===== src/rtl/lsq_pkg.sv =====
package lsq_pkg;

   typedef enum logic [1:0] {
      ST_IDLE = 2'd0,
      ST_ARM  = 2'd1,
      ST_SCAN = 2'd2,
      ST_STOP = 2'd3
   } seq_st_t;

   function automatic int imax(input int a, input int b);
      return (a > b) ? a : b;
   endfunction

endpackage


===== src/rtl/lsq_clkgen.sv =====
module lsq_clkgen #(
   parameter int DIV_W    = 8,
   parameter int MIN_HALF = 13
) (
   input  logic             clk,
   input  logic             rst_n,
   input  logic             run_i,
   input  logic [DIV_W-1:0] half_i,
   output logic             sck_o,
   output logic             rise_o,
   output logic             fall_o,
   output logic             stopped_o
);

   localparam logic [DIV_W-1:0] MIN_H = DIV_W'(MIN_HALF);

   logic [DIV_W-1:0] cnt;
   logic [DIV_W-1:0] half_q;
   logic [DIV_W-1:0] half_eff;
   logic             active;

   assign half_eff  = (half_i < MIN_H) ? MIN_H : half_i;
   assign stopped_o = !active;

   always_ff @(posedge clk) begin
      if (!rst_n) begin
         cnt    <= '0;
         half_q <= MIN_H;
         active <= 1'b0;
         sck_o  <= 1'b0;
         rise_o <= 1'b0;
         fall_o <= 1'b0;
      end else begin
         rise_o <= 1'b0;
         fall_o <= 1'b0;
         if (!active) begin
            cnt <= '0;
            if (run_i) begin
               active <= 1'b1;
               half_q <= half_eff;
            end
         end else if (cnt == half_q - 1'b1) begin
            cnt    <= '0;
            sck_o  <= !sck_o;
            rise_o <= !sck_o;
            fall_o <= sck_o;
            if (sck_o && !run_i) active <= 1'b0;
         end else begin
            cnt <= cnt + 1'b1;
         end
      end
   end

   // phase-length watch, separate from the divider counter
   logic             sck_d;
   logic [DIV_W:0]   plen;

   always_ff @(posedge clk) begin
      if (!rst_n) begin
         sck_d <= 1'b0;
         plen  <= '0;
      end else begin
         sck_d <= sck_o;
         if (sck_o != sck_d)   plen <= (DIV_W+1)'(1);
         else if (plen != '1) plen <= plen + 1'b1;
      end
   end


   phase_width_chk: assert property (@(posedge clk) disable iff (!rst_n)
      (sck_o != sck_d) |-> (plen >= (DIV_W+1)'(MIN_HALF)));


   run_drop_high_chk: assert property (@(posedge clk) disable iff (!rst_n)
      $fell(run_i) |-> sck_o);

endmodule


===== src/rtl/lsq_seq.sv =====
module lsq_seq
   import lsq_pkg::*;
#(
   parameter int NPIX  = 512,
   parameter int INT_W = 20,
   parameter int CNT_W = 20,
   parameter int IDX_W = 9
) (
   input  logic             clk,
   input  logic             rst_n,
   input  logic             start_i,
   input  logic             cont_i,
   input  logic [INT_W-1:0] period_i,
   input  logic             rise_i,
   input  logic             fall_i,
   input  logic             stopped_i,
   output logic             run_o,
   output logic             si_o,
   output logic             done_o,
   output logic             pvalid_o,
   output logic [IDX_W-1:0] pidx_o
);

   localparam int             SCAN_LEN = NPIX + 1;
   localparam logic [CNT_W-1:0] SL_C   = CNT_W'(SCAN_LEN);
   localparam logic [CNT_W-1:0] NP_C   = CNT_W'(NPIX);

   seq_st_t          st;
   logic [CNT_W-1:0] ecnt;
   logic [CNT_W-1:0] per_q;
   logic [CNT_W-1:0] per_ext;
   logic [CNT_W-1:0] per_eff;
   logic [CNT_W-1:0] ecnt_nx;
   logic             go_next;
   logic             scanning;

   assign per_ext  = CNT_W'(period_i);
   assign per_eff  = (per_ext < SL_C) ? SL_C : per_ext;
   assign ecnt_nx  = si_o ? CNT_W'(1) : ecnt + 1'b1;
   assign scanning = (st == ST_ARM) || (st == ST_SCAN);
   assign pvalid_o = rise_i && scanning && (ecnt_nx <= NP_C);
   assign pidx_o   = IDX_W'(ecnt_nx - 1'b1);

   always_ff @(posedge clk) begin
      if (!rst_n) begin
         st      <= ST_IDLE;
         ecnt    <= '0;
         per_q   <= SL_C;
         go_next <= 1'b0;
         si_o    <= 1'b0;
         run_o   <= 1'b0;
         done_o  <= 1'b0;
      end else begin
         done_o <= 1'b0;
         case (st)
            ST_IDLE: begin
               if (start_i) begin
                  si_o    <= 1'b1;
                  run_o   <= 1'b1;
                  per_q   <= per_eff;
                  go_next <= 1'b0;
                  st      <= ST_ARM;
               end
            end
            ST_ARM, ST_SCAN: begin
               if (rise_i) begin
                  ecnt <= ecnt_nx;
                  st   <= ST_SCAN;
                  if (ecnt_nx == SL_C) done_o <= 1'b1;
                  if (ecnt_nx == SL_C && !cont_i) begin
                     run_o <= 1'b0;
                     st    <= ST_STOP;
                  end else if (ecnt_nx == per_q) begin
                     if (cont_i) begin
                        go_next <= 1'b1;
                     end else begin
                        run_o <= 1'b0;
                        st    <= ST_STOP;
                     end
                  end
               end
               if (fall_i) begin
                  if (go_next) begin
                     si_o    <= 1'b1;
                     per_q   <= per_eff;
                     go_next <= 1'b0;
                  end else begin
                     si_o <= 1'b0;
                  end
               end
            end
            default: begin
               go_next <= 1'b0;
               if (stopped_i) st <= ST_IDLE;
            end
         endcase
      end
   end

   // independent record of start captures for the checks below
   logic             prev_rise_si;
   logic             cap_seen;
   logic [CNT_W:0]   since_cap;

   always_ff @(posedge clk) begin
      if (!rst_n) begin
         prev_rise_si <= 1'b0;
         cap_seen     <= 1'b0;
         since_cap    <= '0;
      end else if (rise_i) begin
         prev_rise_si <= si_o;
         if (si_o) begin
            cap_seen  <= 1'b1;
            since_cap <= (CNT_W+1)'(1);
         end else if (since_cap != '1) begin
            since_cap <= since_cap + 1'b1;
         end
      end
   end


   si_one_edge_chk: assert property (@(posedge clk) disable iff (!rst_n)
      (rise_i && si_o) |-> !prev_rise_si);


   si_spacing_chk: assert property (@(posedge clk) disable iff (!rst_n)
      (rise_i && si_o && cap_seen) |-> (since_cap >= (CNT_W+1)'(SCAN_LEN)));

endmodule


===== src/rtl/lsq_strobe.sv =====
module lsq_strobe #(
   parameter int NPIX       = 512,
   parameter int IDX_W      = 9,
   parameter int SETTLE_CYC = 24
) (
   input  logic             clk,
   input  logic             rst_n,
   input  logic             load_i,
   input  logic [IDX_W-1:0] idx_i,
   output logic             go_o,
   output logic [IDX_W-1:0] idx_o,
   output logic             first_o,
   output logic             last_o
);

   localparam int               TW     = $clog2(SETTLE_CYC + 1);
   localparam logic [IDX_W-1:0] LAST_I = IDX_W'(NPIX - 1);

   logic [TW-1:0]    tmr;
   logic             pend;
   logic [IDX_W-1:0] idx_hold;

   always_ff @(posedge clk) begin
      if (!rst_n) begin
         tmr      <= '0;
         pend     <= 1'b0;
         idx_hold <= '0;
         go_o     <= 1'b0;
         idx_o    <= '0;
         first_o  <= 1'b0;
         last_o   <= 1'b0;
      end else begin
         go_o    <= 1'b0;
         first_o <= 1'b0;
         last_o  <= 1'b0;
         if (load_i) begin
            tmr      <= TW'(SETTLE_CYC - 1);
            idx_hold <= idx_i;
            pend     <= 1'b1;
         end else if (pend) begin
            if (tmr == TW'(1)) begin
               go_o    <= 1'b1;
               idx_o   <= idx_hold;
               first_o <= (idx_hold == '0);
               last_o  <= (idx_hold == LAST_I);
               pend    <= 1'b0;
            end else begin
               tmr <= tmr - 1'b1;
            end
         end
      end
   end

   logic [TW:0]      since_ld;
   logic [IDX_W-1:0] prev_idx;

   always_ff @(posedge clk) begin
      if (!rst_n) begin
         since_ld <= '1;
         prev_idx <= '0;
      end else begin
         if (load_i)              since_ld <= (TW+1)'(1);
         else if (since_ld != '1) since_ld <= since_ld + 1'b1;
         if (go_o) prev_idx <= idx_o;
      end
   end


   settle_delay_chk: assert property (@(posedge clk) disable iff (!rst_n)
      go_o |-> (since_ld == (TW+1)'(SETTLE_CYC)));


   pix_order_chk: assert property (@(posedge clk) disable iff (!rst_n)
      (go_o && idx_o != '0) |-> (idx_o == IDX_W'(prev_idx + 1'b1)));

endmodule


===== src/rtl/linscan_seq.sv =====
module linscan_seq
   import lsq_pkg::*;
#(
   parameter int NPIX       = 512,
   parameter int DIV_W      = 8,
   parameter int MIN_HALF   = 13,
   parameter int SETTLE_CYC = 24,
   parameter int INT_W      = 20,
   parameter int IDX_W      = $clog2(NPIX)
) (
   input  logic             clk,
   input  logic             rst_n,
   input  logic [DIV_W-1:0] half_div,
   input  logic [INT_W-1:0] int_period,
   input  logic             start,
   input  logic             cont_mode,
   output logic             sen_clk,
   output logic             sen_si,
   output logic             adc_go,
   output logic [IDX_W-1:0] pix_idx,
   output logic             frame_first,
   output logic             frame_last,
   output logic             frame_done
);

   localparam int SL_W  = $clog2(NPIX + 2);
   localparam int CNT_W = imax(INT_W, SL_W);

   generate
      if (NPIX < 2) begin : g_bad_npix
         $error("NPIX must be at least 2");
      end
      if (SETTLE_CYC < 2) begin : g_bad_settle
         $error("SETTLE_CYC must be at least 2");
      end
      if (SETTLE_CYC >= 2 * MIN_HALF) begin : g_bad_window
         $error("SETTLE_CYC must be shorter than one sensor clock period");
      end
      if (MIN_HALF >= (1 << DIV_W)) begin : g_bad_div
         $error("MIN_HALF does not fit in DIV_W bits");
      end
      if (IDX_W < $clog2(NPIX)) begin : g_bad_idx
         $error("IDX_W too narrow for NPIX");
      end
   endgenerate

   logic             run;
   logic             rise;
   logic             fall;
   logic             stopped;
   logic             pvalid;
   logic [IDX_W-1:0] pidx;

   lsq_clkgen #(
      .DIV_W    (DIV_W),
      .MIN_HALF (MIN_HALF)
   ) u_clk (
      .clk       (clk),
      .rst_n     (rst_n),
      .run_i     (run),
      .half_i    (half_div),
      .sck_o     (sen_clk),
      .rise_o    (rise),
      .fall_o    (fall),
      .stopped_o (stopped)
   );

   lsq_seq #(
      .NPIX  (NPIX),
      .INT_W (INT_W),
      .CNT_W (CNT_W),
      .IDX_W (IDX_W)
   ) u_seq (
      .clk       (clk),
      .rst_n     (rst_n),
      .start_i   (start),
      .cont_i    (cont_mode),
      .period_i  (int_period),
      .rise_i    (rise),
      .fall_i    (fall),
      .stopped_i (stopped),
      .run_o     (run),
      .si_o      (sen_si),
      .done_o    (frame_done),
      .pvalid_o  (pvalid),
      .pidx_o    (pidx)
   );

   lsq_strobe #(
      .NPIX       (NPIX),
      .IDX_W      (IDX_W),
      .SETTLE_CYC (SETTLE_CYC)
   ) u_stb (
      .clk     (clk),
      .rst_n   (rst_n),
      .load_i  (pvalid),
      .idx_i   (pidx),
      .go_o    (adc_go),
      .idx_o   (pix_idx),
      .first_o (frame_first),
      .last_o  (frame_last)
   );


   si_change_low_chk: assert property (@(posedge clk) disable iff (!rst_n)
      (sen_si != $past(sen_si)) |-> !sen_clk);

endmodule


===== config.mk =====
export PLATFORM = sky130hd
export DESIGN_NAME = linscan_seq
export DESIGN_NICKNAME = d
export VERILOG_FILES = /design/src/rtl/lsq_pkg.sv /design/src/rtl/lsq_clkgen.sv /design/src/rtl/lsq_seq.sv /design/src/rtl/lsq_strobe.sv /design/src/rtl/linscan_seq.sv
export SDC_FILE = /design/constraint.sdc
export NUM_CORES = 1
export LEC_CHECK = 0
export ABC_AREA = 0
export BUFFER_PORTS_ARGS = -buffer_cell sky130_fd_sc_hd__buf_4
export CORE_UTILIZATION = 60
export CTS_CLUSTER_DIAMETER = 100
export CTS_CLUSTER_SIZE = 8
export DETAILED_ROUTE_END_ITERATION = 6
export HOLD_SLACK_MARGIN = 0.03
export PLACE_DENSITY = 0.84
export SKIP_CTS_REPAIR_TIMING = 1
export SYNTH_ARGS = -nofsm -noshare
export SYNTH_HDL_FRONTEND = slang
export SYNTH_SLANG_ARGS = --single-unit

===== constraint.sdc =====
create_clock -name clk -period 3.65 [get_ports clk]
set_input_delay 0.365 -clock clk [delete_from_list [all_inputs] [get_ports clk]]
set_output_delay 0.365 -clock clk [all_outputs]
set_load 0.01 [all_outputs]

==> metrics.md <==
| Metric | Value |
|---|---|
| Vias per cell | `a little over 6` |
| Largest delay contributor family on the critical path | `simple AND/OR/NAND/NOR gates` |
| CP max FO | `23` |
| Finished Layout Cells | `between 800 and 900` |
| Core Rows | `34` |
| Synth Register Bits | `93` |
| TritonRoute pass-1 iters | `7` |
| Clk Latency, worst-skew pair | `~360 ps` |
| RR Endpoint | `u_stb.idx_hold[0]$_SDFFE_PN0P_` |
| Post-synthesis mux area share | `under 10%` |
| Setup crit start | `u_seq.ecnt[0]$_SDFFE_PN0P_` |
| Clock root buffer | `clkbuf_8` |
| Slew @ Worst Pin | `798 ps` |
| Reg2Reg Setup Slack | `roughly 360 ps` |
| Syn avg cell area | `between 8 and 9 µm²` |
| Final Cycle Share | `between 90% and 100%` |
| Synth Area in XOR/XNOR | `under 10%` |
| CP Cell Sequence | `ha_1 > nand4_2 > nor3_2 > nand3_1 > a221oi_2 > a31oi_1 > nor3_4 > buf_4 > mux2i_1 > nor2b_1` |
| Initial core utilization | `61.7%` |
| Setup TNS | `0 ps` |
| Worst path max stage delay | `around 550 ps` |
| Simple-gate share of the synthesized area | `roughly 30%` |
| Endpoints failing hold | `0` |
| Status | `finished, final reports clean` |
| Final ANT Viol Nets | `0` |
| VDD IR-drop max | `approximately 0.27 mV` |
| RSZ-0062 raised after global routing | `false` |
| CP startpoint kind | `flip-flop` |
| Main combinational cell family by area after synthesis | `simple AND/OR/NAND/NOR gates` |
| Synth unique cells | `73` |
| CTS clk-pin slew, worst paths | `approximately 90 ps` |
| Mapped Area | `0.00538 mm²` |
| FF-to-FF Start | `u_seq.ecnt[0]$_SDFFE_PN0P_` |
| Core ar. | `0.00872 mm²` |
| First-pass GRT wire length | `approximately 22000 µm` |
| Htree depth | `3` |
| I/O Pins | `47` |
| Layout cells sized above 1 | `about an eighth` |
| Fmax | `approximately 300 MHz` |
| CP Class | `flip-flop to flip-flop` |
| CTS tree | `done` |
| Pins Over Slew Limit | `0` |
| Clock Tree Buf Depth | `2` |
| Min Tclk post-route | `roughly 3300 ps` |
| Number of global-route vias before repair | `around 4700` |
| Asr flop ratio synth | `0%` |
| PwrDens | `roughly 400 mW/mm²` |
| N_diodes | `0` |
| Register Area | `0.00186 mm²` |
| Ys Warns | `0` |
| Syn_nets | `between 700 and 800` |
| Initial antenna violation count | `0` |
| Total power | `0.00234 W` |
| Worst r2r path cells | `10` |
| Register area share after synthesis | `about 35%` |
| Critical path endpoint category | `flip-flop` |
| Leakage | `around 2.3 nW` |
| Final WL | `13200 µm` |
| Fillcell total | `slightly above 700` |
| Hold worst-path end | `u_seq.per_q[0]$_SDFFE_PN1P_` |
| Layout net count | `between 700 and 800` |
| DR vias | `4935` |
| Port Buf Inserts | `46` |
| Die Y-Extent | `96.7 µm` |
| Critical Path AT | `roughly 3500 ps` |
| Die extent in x | `96.7 µm` |
| Critical Path RT | `3910 ps` |
| RD Place Congestion | `0.956` |
| Clock sink count | `93` |
| WP buf/inv | `1` |
| Post-synth EDFFs | `0` |
| Routed length per placed instance | `approximately 16 µm` |
| Total GRT Usage | `~29%` |
| Placed insts | `approximately 790` |
| DP HPWL | `between 9000 and 10000 µm` |
| Ys flop type | `dfxtp_1` |
| Hold Startpoint | `int_period[0]` |
| Worst Hold Class | `primary input to flip-flop` |
| Largest net degree at the start of global routing | `94` |
| Final core occ | `about 69%` |
| Die Footprint | `between 0.009 and 0.01 mm²` |
| Footprint of the multi-input gates | `roughly 0.0033 mm²` |
| Worst Hold Path Cells | `3` |
| Endpoints failing setup | `0` |
| DRC viols | `0` |
| Compound-Gate Fraction of Synth Area | `approximately a fifth` |
| Gate count after technology mapping | `664` |
| Max-cap violations | `0` |
| Clk_skew | `9.16 ps` |
| Slew Limit Headroom | `a little under half` |
| First DRT Iteration DRCs | `~400` |
| Number of CTS-inserted buffers | `9` |
| Total global routing overflow | `0` |
| Layout Area Growth over Synthesis | `11.2%` |
| Critical-path top delay cell | `dfxtp_1` |
| Synth Area in Adders | `roughly 2.3%` |
[worst max-delay path by stage]
stage	cells past startpoint	to	slack (ps)
after global placement	10	u_stb.idx_hold[7]$_SDFFE_PN0P_	700
after detailed placement	10	u_stb.idx_hold[0]$_SDFFE_PN0P_	460
final	10	u_stb.idx_hold[0]$_SDFFE_PN0P_	360
after global routing	10	u_stb.idx_hold[7]$_SDFFE_PN0P_	70
after floorplan	10	u_stb.idx_hold[3]$_SDFFE_PN0P_	1040
after CTS	10	u_stb.idx_o[3]$_SDFFE_PN0P_	420
[cells in the mapped netlist, drive strengths merged, types with 3 or more instances]
cell | instances | area [µm²]
a2111oi | 3 | 33.8
a211o | 4 | 35.0
a21boi | 26 | 195
a21oi | 17 | 85.1
a22oi | 12 | 90.1
a31oi | 7 | 43.8
and2 | 12 | 75.1
and3 | 7 | 45.1
and4 | 4 | 35.0
buf | 10 | 62.6
clkbuf | 24 | 91.3
dfxtp | 93 | 1860
ha | 10 | 125
inv | 18 | 67.6
mux2i | 14 | 140
nand2 | 115 | 432
nand2b | 7 | 43.8
nand3 | 20 | 105
nand3b | 3 | 22.5
nand4 | 11 | 81.3
nor2 | 44 | 181
nor2b | 22 | 138
nor3 | 20 | 121
nor3b | 4 | 35.0
nor4 | 13 | 118
o211a | 7 | 70.1
o21a | 7 | 52.6
o21ai | 34 | 170
o22ai | 4 | 25.0
o311ai | 3 | 26.3
or2 | 4 | 25.0
or3 | 9 | 61.3
or4 | 5 | 42.5
xnor2 | 27 | 236
xor2 | 17 | 149
[power by group]
part	total (W)	internal [W]	switching, W	leakage [nW]
Clock	0.000769	0.000392	0.000377	0.107
Combinational	0.000418	0.000178	0.000241	1.41
Sequential	0.00115	0.00107	0.0000819	0.755
[layer usage]
metal  up-vias  share of wire, %  global-route usage [%]
li1       2417                 -                       -
met1      2296                43                    38.6
met2       187                47                    47.8
met3        35               7.9                    5.13
met4         0               2.6                    11.1
met5         -                 0                       0
[layout by cell type (no fill, tap or decap), types with 8 or more instances in the layout]
cell	n
o21ai_0	34
ha_1	10
xor2_1	17
mux2i_1	14
a21oi_1	17
nor2b_1	22
nand3_1	19
nor4_1	10
buf_4	53
a21boi_0	26
or3_1	8
dfxtp_1	93
nand4_1	9
a22oi_1	12
nand2_1	115
clkbuf_8	9
xnor2_1	27
inv_1	18
nor3_1	17
nor2_1	43
and2_1	12
[logic make-up after synthesis]
group | after synthesis
muxes | 15
and+or+nand+nor | 305
AOI/OAI and AO/OA | 145
adders and majority gates | 10
DFF | 93
xor gates and xnor gates | 44
buffers and inverters | 52
[cell type report]
type | count | share of cell area [%]
clock buffers | 10 | 2.13
flip-flops and latches | 93 | 31.1
multi-input cells | 519 | 55.1
inverters | 18 | 1.13
repair buffers | 53 | 6.65
well taps | 108 | 2.26
clock inverters | 6 | 1.57
[sequential cells by signal, indices dropped and copies added, names as in the netlist]
signal	flops
u_stb.last_o	1
u_stb.go_o	1
u_seq.run_o	1
u_stb.idx_o	9
u_stb.pend	1
u_seq.done_o	1
u_seq.per_q	20
u_stb.idx_hold	9
u_clk.sck_o	1
u_seq.si_o	1
u_clk.rise_o	1
u_seq.ecnt	20
u_clk.active	1
u_clk.fall_o	1
u_seq.st	2
u_stb.first_o	1
u_seq.go_next	1
u_clk.cnt	8
u_stb.tmr	5
u_clk.half_q	8
[worst min-delay path: stages]
cell and delay [ps]:
buf_4 90, o22ai_1 60, nand2_1 60
[stage by stage]
stage	hold slack, ps	setup WS, ps	instance area (µm²)
6_report	235	364	5980
2_1_floorplan	450	1040	5380
5_1_grt	256	74.1	5980
4_1_cts	228	419	5980
3_5_place_dp	456	458	5760
3_3_place_gp	447	696	5760
Power figures use the tool's default switching activity.
